### src/rtl/yuyv_pkg.sv
package yuyv_pkg;

    localparam int CW    = 8;
    localparam int SW    = 20;
    localparam int FRAC  = 8;
    localparam int DW    = 2 * CW;
    localparam int NCH   = 3;

    localparam int K_Y   = 298;
    localparam int K_RV  = 409;
    localparam int K_GU  = 100;
    localparam int K_GV  = 208;
    localparam int K_BU  = 516;
    localparam int RND   = 1 << (FRAC - 1);
    localparam int Y_OFS = 16;
    localparam int C_OFS = 128;

    typedef struct packed {
        logic [CW-1:0] y;
        logic [CW-1:0] u;
        logic [CW-1:0] v;
        logic          sol;
        logic          eol;
    } pix_t;

    typedef enum logic { PH_EVEN, PH_ODD } ph_t;
    typedef enum logic { ISS_IDLE, ISS_SECOND } iss_t;

endpackage

### src/rtl/yuyv_pair_issue.sv
module yuyv_pair_issue
    import yuyv_pkg::*;
(
    input  logic          clk,
    input  logic          rst_n,
    input  logic          adv,
    input  logic          luma_hi,
    input  logic          in_valid,
    input  logic [DW-1:0] in_data,
    input  logic          in_sol,
    input  logic          in_eol,
    output logic          iss_valid,
    output pix_t          iss_pix,
    output logic          err_flag
);

    ph_t           ph_q, ph_d;
    iss_t          st_q, st_d;
    logic [CW-1:0] y0_q, y0_d, y1_q, y1_d, u_q, u_d, v_q, v_d;
    logic          sol_q, sol_d, eol_q, eol_d, err_q, err_d;

    logic [CW-1:0] y_b, c_b;
    logic          acc, even_word;

    assign y_b       = luma_hi ? in_data[DW-1:CW] : in_data[CW-1:0];
    assign c_b       = luma_hi ? in_data[CW-1:0]  : in_data[DW-1:CW];
    assign acc       = in_valid && adv;
    assign even_word = in_sol || (ph_q == PH_EVEN);

    always_ff @(posedge clk or negedge rst_n) begin
        if (!rst_n) begin
            ph_q  <= PH_EVEN;
            st_q  <= ISS_IDLE;
            y0_q  <= '0;
            y1_q  <= '0;
            u_q   <= '0;
            v_q   <= '0;
            sol_q <= 1'b0;
            eol_q <= 1'b0;
            err_q <= 1'b0;
        end else begin
            ph_q  <= ph_d;
            st_q  <= st_d;
            y0_q  <= y0_d;
            y1_q  <= y1_d;
            u_q   <= u_d;
            v_q   <= v_d;
            sol_q <= sol_d;
            eol_q <= eol_d;
            err_q <= err_d;
        end
    end

    always_comb begin
        ph_d  = ph_q;
        st_d  = st_q;
        y0_d  = y0_q;
        y1_d  = y1_q;
        u_d   = u_q;
        v_d   = v_q;
        sol_d = sol_q;
        eol_d = eol_q;
        err_d = err_q;
        if (adv) begin
            st_d = ISS_IDLE;
            if (acc) begin
                if (even_word) begin
                    if (in_eol) begin
                        ph_d  = PH_EVEN;
                        err_d = 1'b1;
                    end else begin
                        ph_d  = PH_ODD;
                        y0_d  = y_b;
                        u_d   = c_b;
                        sol_d = in_sol;
                    end
                end else begin
                    ph_d  = PH_EVEN;
                    y1_d  = y_b;
                    v_d   = c_b;
                    eol_d = in_eol;
                    st_d  = ISS_SECOND;
                end
            end
        end
    end

    always_comb begin
        iss_valid = 1'b0;
        iss_pix   = '0;
        unique case (st_q)
            ISS_SECOND: begin
                iss_valid   = 1'b1;
                iss_pix.y   = y1_q;
                iss_pix.u   = u_q;
                iss_pix.v   = v_q;
                iss_pix.sol = 1'b0;
                iss_pix.eol = eol_q;
            end
            ISS_IDLE: begin
                if (acc && !even_word) begin
                    iss_valid   = 1'b1;
                    iss_pix.y   = y0_q;
                    iss_pix.u   = u_q;
                    iss_pix.v   = c_b;
                    iss_pix.sol = sol_q;
                    iss_pix.eol = 1'b0;
                end
            end
            default: ;
        endcase
    end

    assign err_flag = err_q;


    err_sticky_chk: assert property (@(posedge clk) disable iff (!rst_n)
        err_flag |=> err_flag);


    eol_even_err_chk: assert property (@(posedge clk) disable iff (!rst_n)
        (acc && in_eol && even_word) |=> err_flag);


    pend_phase_chk: assert property (@(posedge clk) disable iff (!rst_n)
        (st_q == ISS_SECOND) |-> (ph_q == PH_EVEN));

endmodule

### src/rtl/yuyv_csc_core.sv
module yuyv_csc_core
    import yuyv_pkg::*;
(
    input  logic                   clk,
    input  logic                   rst_n,
    input  logic                   adv,
    input  logic                   iss_valid,
    input  pix_t                   iss_pix,
    output logic                   sum_valid,
    output logic [NCH-1:0][SW-1:0] sum_ch,
    output logic                   sum_sol,
    output logic                   sum_eol
);

    localparam int DFW = CW + 2;
    localparam logic signed [DFW-1:0] OFS_Y = DFW'(Y_OFS);
    localparam logic signed [DFW-1:0] OFS_C = DFW'(C_OFS);
    localparam logic signed [SW-1:0]  CY    = SW'(K_Y);
    localparam logic signed [SW-1:0]  CRV   = SW'(K_RV);
    localparam logic signed [SW-1:0]  CGU   = SW'(K_GU);
    localparam logic signed [SW-1:0]  CGV   = SW'(K_GV);
    localparam logic signed [SW-1:0]  CBU   = SW'(K_BU);
    localparam logic signed [SW-1:0]  CRND  = SW'(RND);

    logic signed [DFW-1:0] yd_c, ud_c, vd_c;
    logic                  s1_v, s1_sol, s1_eol;
    logic signed [DFW-1:0] s1_yd, s1_ud, s1_vd;
    logic signed [SW-1:0]  ey, eu, ev, r_c, g_c, b_c;

    assign yd_c = $signed({2'b00, iss_pix.y}) - OFS_Y;
    assign ud_c = $signed({2'b00, iss_pix.u}) - OFS_C;
    assign vd_c = $signed({2'b00, iss_pix.v}) - OFS_C;

    always_ff @(posedge clk or negedge rst_n) begin
        if (!rst_n) begin
            s1_v   <= 1'b0;
            s1_sol <= 1'b0;
            s1_eol <= 1'b0;
            s1_yd  <= '0;
            s1_ud  <= '0;
            s1_vd  <= '0;
        end else if (adv) begin
            s1_v   <= iss_valid;
            s1_sol <= iss_pix.sol;
            s1_eol <= iss_pix.eol;
            s1_yd  <= yd_c;
            s1_ud  <= ud_c;
            s1_vd  <= vd_c;
        end
    end

    assign ey  = SW'(s1_yd);
    assign eu  = SW'(s1_ud);
    assign ev  = SW'(s1_vd);
    assign r_c = CY * ey + CRV * ev + CRND;
    assign g_c = CY * ey - CGU * eu - CGV * ev + CRND;
    assign b_c = CY * ey + CBU * eu + CRND;

    always_ff @(posedge clk or negedge rst_n) begin
        if (!rst_n) begin
            sum_valid <= 1'b0;
            sum_sol   <= 1'b0;
            sum_eol   <= 1'b0;
            sum_ch    <= '0;
        end else if (adv) begin
            sum_valid <= s1_v;
            sum_sol   <= s1_sol;
            sum_eol   <= s1_eol;
            sum_ch[0] <= r_c;
            sum_ch[1] <= g_c;
            sum_ch[2] <= b_c;
        end
    end

endmodule

### src/rtl/yuyv_sat_out.sv
module yuyv_sat_out
    import yuyv_pkg::*;
(
    input  logic                   clk,
    input  logic                   rst_n,
    input  logic                   adv,
    input  logic                   sum_valid,
    input  logic [NCH-1:0][SW-1:0] sum_ch,
    input  logic                   sum_sol,
    input  logic                   sum_eol,
    output logic                   out_valid,
    output logic [NCH*CW-1:0]      out_rgb,
    output logic                   out_sol,
    output logic                   out_eol
);

    localparam logic signed [SW-1:0] MAXV = SW'((1 << CW) - 1);

    logic [NCH-1:0][CW-1:0] ch_c;
    logic [NCH*CW-1:0]      rgb_c;

    for (genvar k = 0; k < NCH; k++) begin : g_ch
        logic signed [SW-1:0] sh;
        assign sh      = $signed(sum_ch[k]) >>> FRAC;
        assign ch_c[k] = (sh < 0) ? '0 : ((sh > MAXV) ? '1 : sh[CW-1:0]);
        assign rgb_c[(NCH-1-k)*CW +: CW] = ch_c[k];
    end

    always_ff @(posedge clk or negedge rst_n) begin
        if (!rst_n) begin
            out_valid <= 1'b0;
            out_rgb   <= '0;
            out_sol   <= 1'b0;
            out_eol   <= 1'b0;
        end else if (adv) begin
            out_valid <= sum_valid;
            out_rgb   <= rgb_c;
            out_sol   <= sum_sol;
            out_eol   <= sum_eol;
        end
    end

endmodule

### src/rtl/yuyv_rgb_conv.sv
module yuyv_rgb_conv
    import yuyv_pkg::*;
(
    input  logic          clk,
    input  logic          rst_n,
    input  logic          luma_hi,
    input  logic          in_valid,
    output logic          in_ready,
    input  logic [15:0]   in_data,
    input  logic          in_sol,
    input  logic          in_eol,
    output logic          out_valid,
    input  logic          out_ready,
    output logic [23:0]   out_rgb,
    output logic          out_sol,
    output logic          out_eol,
    output logic          err_flag
);

    logic                   adv;
    logic                   iss_valid;
    pix_t                   iss_pix;
    logic                   sum_valid, sum_sol, sum_eol;
    logic [NCH-1:0][SW-1:0] sum_ch;

    assign adv      = !out_valid || out_ready;
    assign in_ready = adv;

    yuyv_pair_issue u_issue (
        .clk       (clk),
        .rst_n     (rst_n),
        .adv       (adv),
        .luma_hi   (luma_hi),
        .in_valid  (in_valid),
        .in_data   (in_data),
        .in_sol    (in_sol),
        .in_eol    (in_eol),
        .iss_valid (iss_valid),
        .iss_pix   (iss_pix),
        .err_flag  (err_flag)
    );

    yuyv_csc_core u_csc (
        .clk       (clk),
        .rst_n     (rst_n),
        .adv       (adv),
        .iss_valid (iss_valid),
        .iss_pix   (iss_pix),
        .sum_valid (sum_valid),
        .sum_ch    (sum_ch),
        .sum_sol   (sum_sol),
        .sum_eol   (sum_eol)
    );

    yuyv_sat_out u_sat (
        .clk       (clk),
        .rst_n     (rst_n),
        .adv       (adv),
        .sum_valid (sum_valid),
        .sum_ch    (sum_ch),
        .sum_sol   (sum_sol),
        .sum_eol   (sum_eol),
        .out_valid (out_valid),
        .out_rgb   (out_rgb),
        .out_sol   (out_sol),
        .out_eol   (out_eol)
    );


    out_hold_chk: assert property (@(posedge clk) disable iff (!rst_n)
        (out_valid && !out_ready) |=>
            (out_valid && $stable(out_rgb) && $stable(out_sol) && $stable(out_eol)));


    sol_not_eol_chk: assert property (@(posedge clk) disable iff (!rst_n)
        (out_valid && out_sol) |-> !out_eol);

endmodule

### config.mk
export PLATFORM = sky130hd
export DESIGN_NAME = yuyv_rgb_conv
export DESIGN_NICKNAME = d
export VERILOG_FILES = /design/src/rtl/yuyv_pkg.sv /design/src/rtl/yuyv_pair_issue.sv /design/src/rtl/yuyv_csc_core.sv /design/src/rtl/yuyv_sat_out.sv /design/src/rtl/yuyv_rgb_conv.sv
export SDC_FILE = /design/constraint.sdc
export NUM_CORES = 1
export LEC_CHECK = 0
export CAP_MARGIN = 30
export CELL_PAD_IN_SITES_DETAIL_PLACEMENT = 1
export CELL_PAD_IN_SITES_GLOBAL_PLACEMENT = 2
export CORE_ASPECT_RATIO = 1.5
export CORE_MARGIN = 3
export CORE_UTILIZATION = 37
export CTS_BUF_LIST = sky130_fd_sc_hd__clkbuf_4
export CTS_CLUSTER_DIAMETER = 150
export DETAILED_ROUTE_END_ITERATION = 6
export PLACE_DENSITY = 0.86
export SYNTH_ARGS = -nofsm -noshare
export SYNTH_HDL_FRONTEND = slang
export SYNTH_SLANG_ARGS = --single-unit
### constraint.sdc
create_clock -name clk -period 6.65 [get_ports clk]
set_input_delay 1.995 -clock clk [delete_from_list [all_inputs] [get_ports clk]]
set_output_delay 1.995 -clock clk [all_outputs]
set_load 0.02 [all_outputs]
== After elaboration in Yosys (flattened, before gate mapping) ==
Index checks and enable logic that the tools add are counted.

* Bits in registers: 157
* Bits of input ports: 23
* Output and inout bits: 29

* Add/sub/neg operators: 10
* $mul: 5
* Magnitude comparators: 6
* Multiplexer cells: 16
* Bitwise gates (word level): 4
* Reduce and logical (&&, ||, !) cells: 10

{| class="wikitable"
|+ Operators by type and width
! kind !! count
|-
| $mux 8 || 8
|-
| $add 20x9->20 const B || 3
|-
| $pmux 26 s2 || 1
|-
| $add 20x20->20 || 2
|-
| $sub 20x20->20 || 2
|-
| $gt 12x9->1 const B || 3
|-
| $lt 12x1->1 const B || 3
|-
| $mul 9x9->18 const A || 2
|-
| $mux 26 || 1
|-
| $mul 10x9->19 const A || 1
|-
| $sub 8x8->9 const B || 2
|-
| $mul 6x9->15 const A || 1
|-
| $mul 5x9->14 const A || 1
|-
| $sub 8x5->9 const B || 1
|-
| $reduce_and 4->1 || 2
|-
| $mux 1 || 5
|-
| $not 1->1 || 4
|-
| $reduce_and 3->1 || 1
|-
| $logic_and 1x1->1 || 2
|-
| $logic_not 1->1 || 2
|-
| $logic_or 1x1->1 || 2
|-
| $pmux 1 s2 || 1
|-
| $reduce_and 2->1 || 1
|}

== Longest topological paths before layout ==
Gate-level depths: netlist of the first run.

* Depth after elaboration: 7
* Depth in mapped cells: 28
* Depth with buffers taken out: 28

== By module ==
From an unflattened synthesis of the first run, not the netlist that was laid out.

* Cell total of the unflattened synthesis: 1342
* Area total of the unflattened synthesis: 13605.5 um2

{| class="wikitable"
|+ By module, submodules not included
! module !! instances !! cells an instance !! area each (um2) !! sequential area each (um2)
|-
| yuyv_csc_core || 1 || 1054 || 10532.6 || 2177.1
|-
| yuyv_pair_issue || 1 || 194 || 1908.1 || 925.9
|-
| yuyv_sat_out || 1 || 93 || 1158.6 || 675.6
|-
| yuyv_rgb_conv || 1 || 1 || 6.3 || 0.0
|}

== Worst setup path before layout of the first run ==
Ideal clock, no wire load.

* Kind: reg2reg
* Start: reg u_csc.s1_yd[3]
* End: reg u_csc.sum_ch[39] (netlist bit)
* Arrival: 6190 ps
* Setup slack: 327 ps
* Cell stages (with the launch flop): 25
* Path buffers: 0
* Clock period less this slack: 6323 ps
* Path through: dfrtp_1 > ha_1 > ha_1 > inv_1 > fa_1 > inv_1 > fa_1 > ha_1 > inv_1 > fa_1 > nor2b_1 > o21ai_0 > a21boi_0 > o21ai_0 > a21boi_0 > o21ai_0 > nor2b_1 > o311ai_0 > fa_1 > ha_1 > ha_1 > and3_1 > a211oi_1 > xnor2_1 > o21ai_0

* Longest elaborated chain between the ends: 4

{| class="wikitable"
|+ Ends and longest elaborated chain
! element !! RTL line !! text
|-
| from (decl) || yuyv_csc_core.sv:27 || <nowiki>logic signed [DFW-1:0] s1_yd, s1_ud, s1_vd;</nowiki>
|-
| from (signal assigned) || yuyv_csc_core.sv:46 || <nowiki>s1_yd <= yd_c;</nowiki>
|-
| $mul 9x9->18 || yuyv_csc_core.sv:56 || <nowiki>assign g_c = CY * ey - CGU * eu - CGV * ev + CRND;</nowiki>
|-
| $sub 20x20->20 (2 in a row) || yuyv_csc_core.sv:56 ||
|-
| $add 20x9->20 || yuyv_csc_core.sv:56 ||
|-
| to (decl) || yuyv_csc_core.sv:10 || <nowiki>output logic [NCH-1:0][SW-1:0] sum_ch,</nowiki>
|}

Every way passes these cells.
A chain may end at the register's enable or synchronous reset.

== Worst setup path after layout of the first run ==
* Start: reg u_csc.s1_yd[3]
* End: reg u_csc.sum_ch[38] (netlist bit)

The elaborated chain is that of the path after synthesis.

==> summary.md, run 1 <==
The flow ran to the end, and the final reports show no timing, DRC or antenna violations. For the worst-skew pair, the clock arrives at the later sink with an insertion delay of 0.60 ns. The number of flops mapped to enable cells by yosys is 0, and the number of post-CTS setup repair buffers is 0. The largest registers in the layout are u_csc.sum_ch (36), u_sat.out_rgb (24), u_csc.s1_yd (9). Across the run, the number of max-cap violations was 0. After clock tree synthesis, the clock-pin slew on the worst setup and hold paths is 0.13 ns. At the end of the flow the core is filled with cells to 42.15%. The tools report the endpoint class of the critical path as a flip-flop.

From bottom edge to top edge, the die measures 232.0 µm. The first global-routing pass estimated 52.23 mm of wire. The final worst clock skew was 0.02894 ns. Summed over all nets, the half-perimeter wirelength after detailed placement is 26.34 mm.

Using the TritonRoute via totals, the vias-per-cell ratio works out to 5.124. The cell with the biggest individual delay on the critical path is fa_1. The tools report the root buffer selected by CTS as clkbuf_4.

The logs give 0 for the hold violation total from the final report and 1682 for the post-synth net total. Of all nets on the critical path, the largest fanout is 4. For this run the aggregate overflow at the end of global routing stands at 0.

After layout, the minimum clock period comes to 6.410 ns. The top-level port count was 52; the initial detailed-routing violation count was 258. The number of clock sinks is 131, and the headroom to the max-slew limit is 41.11%. The worst setup path is launched from a flip-flop.

At the pin with the least slew margin, the transition time is 0.8794 ns. The tools report the number of antenna violations at the first check in global routing as 1. The clock tree synthesis step divided the H-tree into 4 levels.

The detail route stage leaves a number of antenna-violating nets equal to 0. Counting the fill cells in the layout gives 3878. The delay of the slowest critical-path stage was 0.54 ns; the synthesized flop and latch total was 131. The run gives 32.16 mm as the wire length after detailed routing.

The post-route DRC violation count is 0. Family of cells with the greatest summed delay on the critical path: adder cells. In the final routed layout, each cell accounts on average for 17.63 µm. The synthesis-to-layout area growth came out at 12.27%.

The min-delay analysis places its worst path in the category flip-flop to flip-flop. The synthesized netlist occupies a cell area of 12600 µm². After synthesis, the share of flip-flops with an asynchronous set or reset is 100.0%. The total setup violations reported at the end of the flow is 0. By count the netlist is led by 272 x ha_1, 166 x inv_1, 131 x dfrtp_1, 131 x nand2_1, 97 x nor2_1. The die is 156.7 µm wide. In the global route stage, overall resource usage came out at 18.23%.

For the area of the core, the log shows 33550 µm². The data required time at the worst endpoint came out at 7.12 ns. During placement, the flow inserted port buffers numbering 51. Category of the critical setup timing path: flip-flop to flip-flop.

In this run the biggest area consumer among cell types represents 27.02% of the synthesized area. The cell count after synthesis came out at 1333. The final critical path takes up 96.39% of the cycle. TritonCTS built the clock tree. In the final layout, the share of cells above drive strength 1 is 7.698%.

For this run, the number of Yosys warnings is 0. In the synthesized netlist the dominant register cell turns out to be dfrtp_1. The most repeated cell in the gate-level netlist after synthesis was ha_1. The net count reported at finish was 1740. The share of the Yosys chip area taken by registers is 26.03%. The via count of the first global-routing pass came out at 10230. The signal on the critical path passes through ha_1 > ha_1 > inv_1 > fa_1 > inv_1 > fa_2 > fa_1 > ha_4 > a211oi_2 > o21ai_1 > a21oi_1 > xnor2_1 > inv_1 > fa_1 > inv_1 > ha_1 > ha_1 > a2111o_1 > a2111oi_4 > nor3_2 > a211oi_2 > mux2i_1 > a2111o_1.

The first detailed-routing pass ran for 4 iterations. Yosys mapped the design onto 63 distinct sky130hd cell types. The most area-hungry cell type in the Yosys netlist is ha_1. The register with the most flip-flops in the layout has 36 of them.

Entering global routing, the biggest net connects 86 pins. For the count of standard-cell rows, the log shows 82. The combined buffer and inverter count along the critical path was 4; the fmax was 156.0 MHz. For the total die area, the log shows 36340 µm². The number of slew-limit violations in the final report was 0. Data arrives at the worst endpoint at 6.88 ns. The global placement routability congestion was 0.8301; the number of buffers added by the clock tree synthesis step was 17.

The register ranked first by flip-flop count is u_csc.sum_ch. Sorting the synthesized cells by area gives the leading types as ha_1 27%, dfrtp_1 26%, fa_1 8.6%. For this configuration, the core starts out at a cell density of 37.54%. The routed layout has 9346 vias. Dividing the synthesized area by the synthesized cell count gives 9.449 µm². The longest clock path from root to sink contains 2 buffers.
## final timing paths
check | start | endpoint | slack (ns) | depth (start not counted)
hold reg to reg | u_issue.u_q[7] | u_csc.s1_ud[7] | 0.48 | 1
min in group asynchronous | rst_n | u_csc.sum_eol | 1.44 | 1
max in group asynchronous | rst_n | u_sat.out_rgb[10] | 4.05 | 2
setup / recovery | u_csc.s1_yd[3] | u_csc.sum_ch[38] | 0.24 | 23
setup reg to reg | u_csc.s1_yd[3] | u_csc.sum_ch[38] | 0.24 | 23
hold / removal | u_issue.u_q[7] | u_csc.s1_ud[7] | 0.48 | 1
## metal layers
layer  routed length [µm]  vias up  global-route usage [%]
li1                     -     4667                       -
met5                   13        -                       0
met2                17770      106                   35.19
met4                 1044        2                   7.391
met1                12860     4530                   20.04
met3                  465       41                   1.753
## cells in the final DEF (no fill, tap or decap), drive strengths merged, types with 22 or more instances in the layout
cell type,Yosys,routed
a21o,22,22
a21oi,81,81
buf,13,27
clkdlybuf4s50,0,50
dfrtp,131,131
fa,54,54
ha,272,272
inv,166,167
nand2,131,131
nor2,97,97
o21ai,45,45
o31ai,30,30
xnor2,52,52
## timing repair
item,4_1_cts,5_1_grt
gates resized for setup,5,22
hold buffers,0,0
setup endpoints to repair,5,10
endpoints found under the hold margin,0,0
pin swaps,0,8
## per-stage QoR
| step | TNS, ns | hold WS (ns) | worst slack [ns] | cells | cell area, µm² |
|---|---|---|---|---|---|
| floorplan | 0 | 0.4247 | 0.3269 | 1333 | 12600 |
| global placement | 0 | 0.4382 | 0.1301 | 1792 | 13690 |
| detailed placement | -0.1185 | 0.4569 | -0.09586 | 1792 | 13690 |
| CTS | 0 | 0.4741 | 0.03215 | 1823 | 14050 |
| global route | -0.004040 | 0.4967 | -0.004040 | 1824 | 14140 |
| finish | 0 | 0.4762 | 0.2401 | 1824 | 14140 |
## cell families after synthesis
family / synth area share (%)
adder cells (fa/ha/maj): 35.60
XOR/XNOR: 5.314
AND/OR/NAND/NOR: 10.79
flip-flops: 26.03
AO/OA/AOI/OAI: 13.69
buffers and inverters: 6.109
multiplexers: 2.473
## layout make-up
class | instances | area [µm²] | area share, %
diodes | 1 | 2.502 | 0.01770
clock buffers | 18 | 135.1 | 0.9556
clock inverters | 13 | 210.2 | 1.486
inverters | 167 | 626.9 | 4.433
multi-input cells | 997 | 8656 | 61.21
flip-flops and latches | 131 | 3278 | 23.18
well taps | 420 | 525.5 | 3.716
repair buffers | 77 | 706.9 | 4.999
Power of run 1 is left out: the tool's default activity adds up to more than one toggle a clock period on the data nets, which glitch-free logic cannot reach.
==> inputs of run 2 (changes only) <==
--- a/config.mk
+++ b/config.mk
@@ -6,5 +6,5 @@
 export NUM_CORES = 1
 export LEC_CHECK = 0
-export CAP_MARGIN = 30
+export CAP_MARGIN = 5
 export CELL_PAD_IN_SITES_DETAIL_PLACEMENT = 1
 export CELL_PAD_IN_SITES_GLOBAL_PLACEMENT = 2
==> constraint.sdc (replaced) <==
create_clock -name clk -period 6.65 [get_ports clk]
set_input_delay 0.665 -clock clk [delete_from_list [all_inputs] [get_ports clk]]
set_output_delay 0.665 -clock clk [all_outputs]
set_load 0.02 [all_outputs]
==> summary.md, run 2 (synthesis gave the netlist of run 1 again) <==
For this design, the slowest cell found on the critical path is fa_1. Leaving out fill and tap cells, the most frequent cell in the layout is ha_1. The post-CTS clock slew at the launch and capture registers of the worst setup and hold paths came out at 0.14 ns (about the same). Time the worst path needs with I/O delays and setup: 6.462 ns (+0.05183 ns). Compared with the post-synthesis result, the final layout area differs by 11.82%. The logs give 280 (+8.5%) for the initial detailed-routing violation count and 52.25 mm (about the same) for the first-pass GRT wire length. Endpoint class of the critical path: a flip-flop. The net count reported at finish was 1740 (unchanged). Register ranked first by flip-flop count: u_csc.sum_ch. The fmax was 154.8 MHz (-0.80%); the post-route fraction of the period consumed by the critical path was 97.17% (+0.78 points). The logs give 84 (-2.3%) for the largest net degree at the start of global routing and 131 (unchanged) for the number of clock sinks.

The hold violation total from the final report was 0 (unchanged). The number of slew-limit violations in the final report is 0 (unchanged), and the total die area is 36340 µm² (unchanged). The count of H-tree levels built during CTS is 4 (unchanged). TritonCTS built the clock tree. The critical path in this run is classified as flip-flop to flip-flop.

Number of antenna violations at the first check in global routing: 2 (+1). Root buffer selected by CTS: clkbuf_4. The final antenna-violating net count was 0 (unchanged). The signal arrival time at the worst endpoint is 6.94 ns (+0.06 ns).

For the largest buffer count on any clock path, the log shows 2 (unchanged). The headroom to the max-slew limit is 35.01% (-6.1 points), and the overall global routing resource usage is 18.23% (about the same). The worst setup path is launched from a flip-flop. For the via count of the first global-routing pass, the log shows 10300 (+0.70%). The count of buffers from port buffering was 51 (unchanged); the post-route DRC violation count was 0 (unchanged).

The wire length after detailed routing is 32.15 mm (about the same), and the count of standard-cell rows is 82 (unchanged). The critical path goes through ha_1 > ha_1 > inv_1 > fa_1 > inv_1 > fa_1 > fa_1 > ha_2 > o21ai_2 > o21ai_0 > a21oi_1 > xnor2_2 > inv_1 > fa_1 > inv_1 > ha_1 > ha_1 > a2111o_1 > a2111oi_4 > nor3_2 > a211oi_2 > mux2i_1 > a2111o_1. The chip width was 156.7 µm (unchanged); the average via count per standard cell was 5.176 (+1.0%). The total setup violations reported at the end of the flow is 0 (unchanged).

The run gives 0.60 ns (about the same) as the clock insertion delay at the later pin of the skew report. The critical path starts at u_csc.s1_yd[3]. The tools report the final-layout worst hold slack as 0.03394 ns (-0.4422 ns).

The run gives 0.8509 (+2.5%) as the global placement routability congestion. The tools report the number of buffers added by the clock tree synthesis step as 17 (unchanged). The run finished with clean final reports.

The total of fill cells in the finished design is 3872 (-0.15%). The tools report the max-cap check violation count as 0 (unchanged). The maximum fanout encountered on the critical timing path came out at 4 (unchanged).

The number of flip-flops in the largest register was 36 (unchanged). The largest registers in the layout are u_csc.sum_ch (36), u_sat.out_rgb (24), u_csc.s1_yd (9). In this run the critical register-to-register path is launched from u_csc.s1_yd[3]. The sum of overflow across all layers after global routing is 0 (unchanged), and the top-level port count is 52 (unchanged). The routed via count is 9451 (+1.1%), and the effective utilization at floorplan is 37.54% (unchanged).

In the layout the commonest cells are 268 x ha_1, 166 x inv_1, 131 x nand2_1. The final worst clock skew is 0.02469 ns (-0.004253 ns). The area of the core is 33550 µm² (unchanged), and the die span in y is 232.0 µm (unchanged).

The delay of the slowest critical-path stage was 0.53 ns (about the same). Data required time at the worst endpoint: 7.13 ns (about the same). The transition time at the pin with the least slew margin came out at 0.9727 ns (+0.09330 ns). The fraction of layout cells with a size suffix above 1 was 7.692% (about the same); the iteration count of the initial detailed-routing pass was 6 (+2). The type of the worst min-delay path is input port to async pin. The detailed placer's ending HPWL was 26.57 mm (+0.84%). The average wire per cell in the routed design was 17.61 µm (-0.12%).
[run 2: changes by cell type in the layout (fill, tap and decap cells not counted), sizes merged]
cell | previous run | this run
bufinv | 5 | 2
clkbuf | 18 | 17
clkinv | 7 | 6
clkinvlp | 1 | 7
diode | 1 | 2
[run 2: worst paths after layout]
| kind | end | slack, ns | cells past startpoint |
|---|---|---|---|
| worst max register to register | u_csc.sum_ch[38] | 0.19 | 23 |
| worst max-delay path | u_csc.sum_ch[38] | 0.19 | 23 |
| min in group clk | u_csc.s1_ud[7] | 0.46 | 1 |
| max in group asynchronous | u_csc.sum_ch[30] | 5.31 | 2 |
| worst min register to register | u_csc.s1_ud[7] | 0.46 | 1 |
| worst min-delay path | u_sat.out_eol | 0.03 | 1 |
[run 2: final cells by class]
class	count	area, µm²	share of cell area [%]
Timing Repair Buffer	77	706.9	5.019
Tap cell	420	525.5	3.731
Antenna cell	2	5.005	0.03553
Clock inverter	15	142.6	1.013
Multi-Input combinational cell	997	8671	61.56
Sequential cell	131	3279	23.28
Inverter	167	626.9	4.451
Clock buffer	17	127.6	0.9061
[run 2: layer usage]
| layer | track usage (%) | share of wire, % |
|---|---|---|
| met3 | 2.163 | 1.9 |
| met5 | 0 | 0 |
| met4 | 9.636 | 5.4 |
| met2 | 33.81 | 53 |
| met1 | 20.01 | 40 |
[run 2: through the flow]
| step | util (%) | cell area [µm²] | setup TNS (ns) | setup slack (ns) | std cells |
|---|---|---|---|---|---|
| final | 41.98 | 14080 | 0 | 0.1883 | 1826 |
| after global routing | 41.98 | 14080 | -0.1424 | -0.08478 | 1826 |
| after CTS | 41.63 | 13970 | -0.02101 | -0.01575 | 1823 |
| after detailed placement | 40.79 | 13690 | -0.06087 | -0.04822 | 1791 |
| after global placement | 40.79 | 13690 | 0 | 0.1415 | 1791 |
| after floorplan | - | 12600 | 0 | 0.3269 | 1333 |
[run 2: critical path, delay by kind of cell, from the launching register on]
family          cells  cell delay (ns)
buf+inv             4             0.24
simple gates        1             0.12
compound gates      7             1.84
flops               1             0.40
xor+xnor            1             0.18
mux                 1             0.11
fa+ha+maj           9             3.43
[run 2: repair_timing]
action                     in CTS  in global routing
pin swaps                       0                  6
resized for setup               5                 23
buffers inserted                0                  1
setup endpoints to repair       3                 11
hold buffers                    0                  0
Power of run 2 is left out for the same reason.
==> inputs of run 3 (changes only) <==
- CORE_ASPECT_RATIO: 1.5 -> 0.9
- CTS_BUF_LIST: sky130_fd_sc_hd__clkbuf_4 -> sky130_fd_sc_hd__clkbuf_16
==> summary.md, run 3 (synthesis gave the netlist of run 1 again) <==
The post-route fraction of the period consumed by the critical path is 96.30% (-0.87 points). The time the worst path needs with I/O delays and setup is 6.404 ns (-0.05791 ns). The cell occurring most often along the worst timing path is ha_1. The tools report the effective utilization at floorplan as 37.87% (+0.32 points).

The number of buffers added by the clock tree synthesis step came out at 17 (unchanged). The average via count per standard cell was 5.090 (-1.7%); the signal arrival time at the worst endpoint was 6.71 ns (-0.23 ns). The sum of overflow across all layers after global routing came out at 0 (unchanged).

STA classifies the critical path startpoint as a flip-flop. Via count of the first global-routing pass: 10130 (-1.7%). The routed via count is 9467 (+0.17%). The flow ran to the end, and the final reports show no timing, DRC or antenna violations. The cell area after layout came out at 14450 µm² (+2.6%).

The logs give 0 (unchanged) for the post-cts hold buffer count and 1 (-1) for the number of antenna violations at the first check in global routing. The run gives 13720 µm² (+0.27%) as the post-detailed-placement cell area. The logs give 63 (-23%) for the count of standard-cell rows and 54.19 mm (+3.7%) for the first-pass GRT wire length. The number of slew-limit violations in the final report is 0 (unchanged), and the post-CTS clock slew at the launch and capture registers of the worst setup and hold paths is 0.07 ns (-0.07 ns).

The area of the core was 33260 µm² (-0.85%). The data required time at the worst endpoint is 6.95 ns (-0.18 ns), and the number of clock sinks is 131 (unchanged). The die span in y works out to 181.0 µm (-22%). The depth of the most critical reg-to-reg path works out to 21 (-8.7%).

Final antenna-violating net count: 0 (unchanged). In the final layout, the registers with the most flip-flops are u_csc.sum_ch (36), u_sat.out_rgb (24), u_csc.s1_yd (9). Ranked by flip-flop count, first place goes to u_csc.sum_ch. The tools report the largest net degree at the start of global routing as 86 (+2.4%). Average wire per cell in the routed design: 17.67 µm (+0.35%).

Hold violation total from the final report: 0 (unchanged). The fraction of layout cells with a size suffix above 1 is 7.972% (+0.28 points), and the detailed placer's ending HPWL is 26.64 mm (+0.28%). The overall global routing resource usage was 18.53% (+0.30 points); the initial detailed-routing violation count was 343 (+23%). Number of antenna repair diodes: 0 (-2). The chip width was 200.5 µm (+28%); the net count reported at finish was 1741 (+0.057%). The total of fill cells in the finished design is 3827 (-1.2%). The number of flip-flops in the largest register was 36 (unchanged).

The transition time at the pin with the least slew margin is 0.9206 ns (-0.05214 ns). The tools report the wire length after detailed routing as 32.87 mm (+2.2%). Summed negative setup slack over all endpoints: 0 ns (unchanged). In the layout the commonest cells are 268 x ha_1, 166 x inv_1, 131 x nand2_1.

The tools report the largest buffer count on any clock path as 2 (unchanged). Type of the worst min-delay path: input port to async pin. The post-route DRC violation count is 0 (unchanged). The delay of the slowest critical-path stage is 0.53 ns (about the same).

TritonCTS built the clock tree. The total setup violations reported at the end of the flow is 0 (unchanged), and the synthesis-to-layout area growth is 14.72%. The tools report the max-cap check violation count as 0 (unchanged). For the iteration count of the initial detailed-routing pass, the log shows 4 (-2). Maximum fanout encountered on the critical timing path: 5 (+1). The top-level port count came out at 52 (unchanged). Fmax: 156.2 MHz (+0.90%).

The library cell used most frequently in the layout, excluding fill and tap cells, is ha_1. STA classifies the critical path endpoint as a flip-flop. The run gives 4 (unchanged) as the count of H-tree levels built during CTS. Traced cell by cell, the critical path runs through ha_1 > ha_1 > fa_1 > fa_1 > ha_1 > ha_1 > o21ai_2 > o21ai_0 > a21oi_1 > xnor2_1 > inv_1 > fa_1 > inv_1 > ha_1 > ha_4 > a2111o_1 > a2111oi_4 > nor3_4 > a211oi_2 > mux2i_1 > a2111o_1.

The count of buffers from port buffering came out at 51 (unchanged). For the headroom to the max-slew limit, the log shows 38.50% (+3.5 points). Clock tree synthesis selected as its root buffer the cell clkbuf_16. Global placement routability congestion: 0.8488 (-0.25%).

The setup path with the least slack is of type flip-flop to flip-flop. The run gives 0.01222 ns (-0.01247 ns) as the final worst clock skew. Total die area: 36300 µm² (-0.12%). On the critical path, the stage with the largest delay is an instance of fa_1. The run gives 0.43 ns (-0.17 ns) as the clock insertion delay at the later pin of the skew report.
-- run 3: cell count changes in the layout (fill, tap and decap cells not counted), sizes merged --
cell,previous run,this run
inv,167,175
clkinvlp,7,0
bufinv,2,1
buf,27,28
diode,2,0
-- run 3: final timing paths --
check	from	to	slack, ns
max reg2reg	u_csc.s1_yd[7]	u_csc.sum_ch[38]	0.25
min in group clk	u_csc.sum_valid	u_csc.sum_valid	0.46
min	rst_n	u_csc.s1_ud[6]	0.21
max	u_csc.s1_yd[7]	u_csc.sum_ch[38]	0.25
min reg2reg	u_csc.sum_valid	u_csc.sum_valid	0.46
max in group asynchronous	rst_n	u_csc.s1_yd[7]	5.07
-- run 3: stage by stage --
step	cells	utilization, %	hold slack [ns]	setup slack [ns]
3_3_place_gp	1825	41.25	0.4374	0.07050
6_report	1860	43.44	0.2126	0.2462
5_1_grt	1860	43.44	0.2452	-0.03556
4_1_cts	1857	43.02	0.2253	0.02678
2_1_floorplan	1333	-	0.3694	0.3269
3_5_place_dp	1825	41.25	0.4481	-0.1771
-- run 3: layout make-up --
type                            instances  area, µm²  share of cell area, %
Clock buffer                           17      425.4                  2.944
Clock inverter                         15      146.4                  1.013
Inverter                              167      626.9                  4.338
Multi-Input combinational cell        997       8688                  60.13
Sequential cell                       131       3279                  22.69
Tap cell                              455      569.3                  3.940
Timing Repair Buffer                   78      714.4                  4.944
-- run 3: worst max-delay path, delay by kind of cell, from the launching register on --
kind | cells | cell delay (ns)
fa+ha+maj | 9 | 3.48
compound gates | 7 | 1.80
flops | 1 | 0.45
xor+xnor | 1 | 0.20
buf+inv | 2 | 0.13
mux | 1 | 0.12
simple gates | 1 | 0.11
-- run 3: per-layer routing --
metal	up-vias	part of all wire, %	global-route usage [%]	wire length, µm
li1	4676	-	-	-
met2	127	48	31.59	15780
met1	4631	47	24.44	15360
met3	31	3.7	3.747	1224
met4	2	1.5	4.018	491
met5	-	0.024	0	8
-- run 3: repair_timing --
item                                    CTS  global route
pin swaps                                 0             8
endpoints found under the setup margin    5            10
hold endpoints to repair                  0             0
gates resized for setup                   5            26
buffers inserted                          0             3
gates cloned                              0             0
Power of run 3 is left out for the same reason.
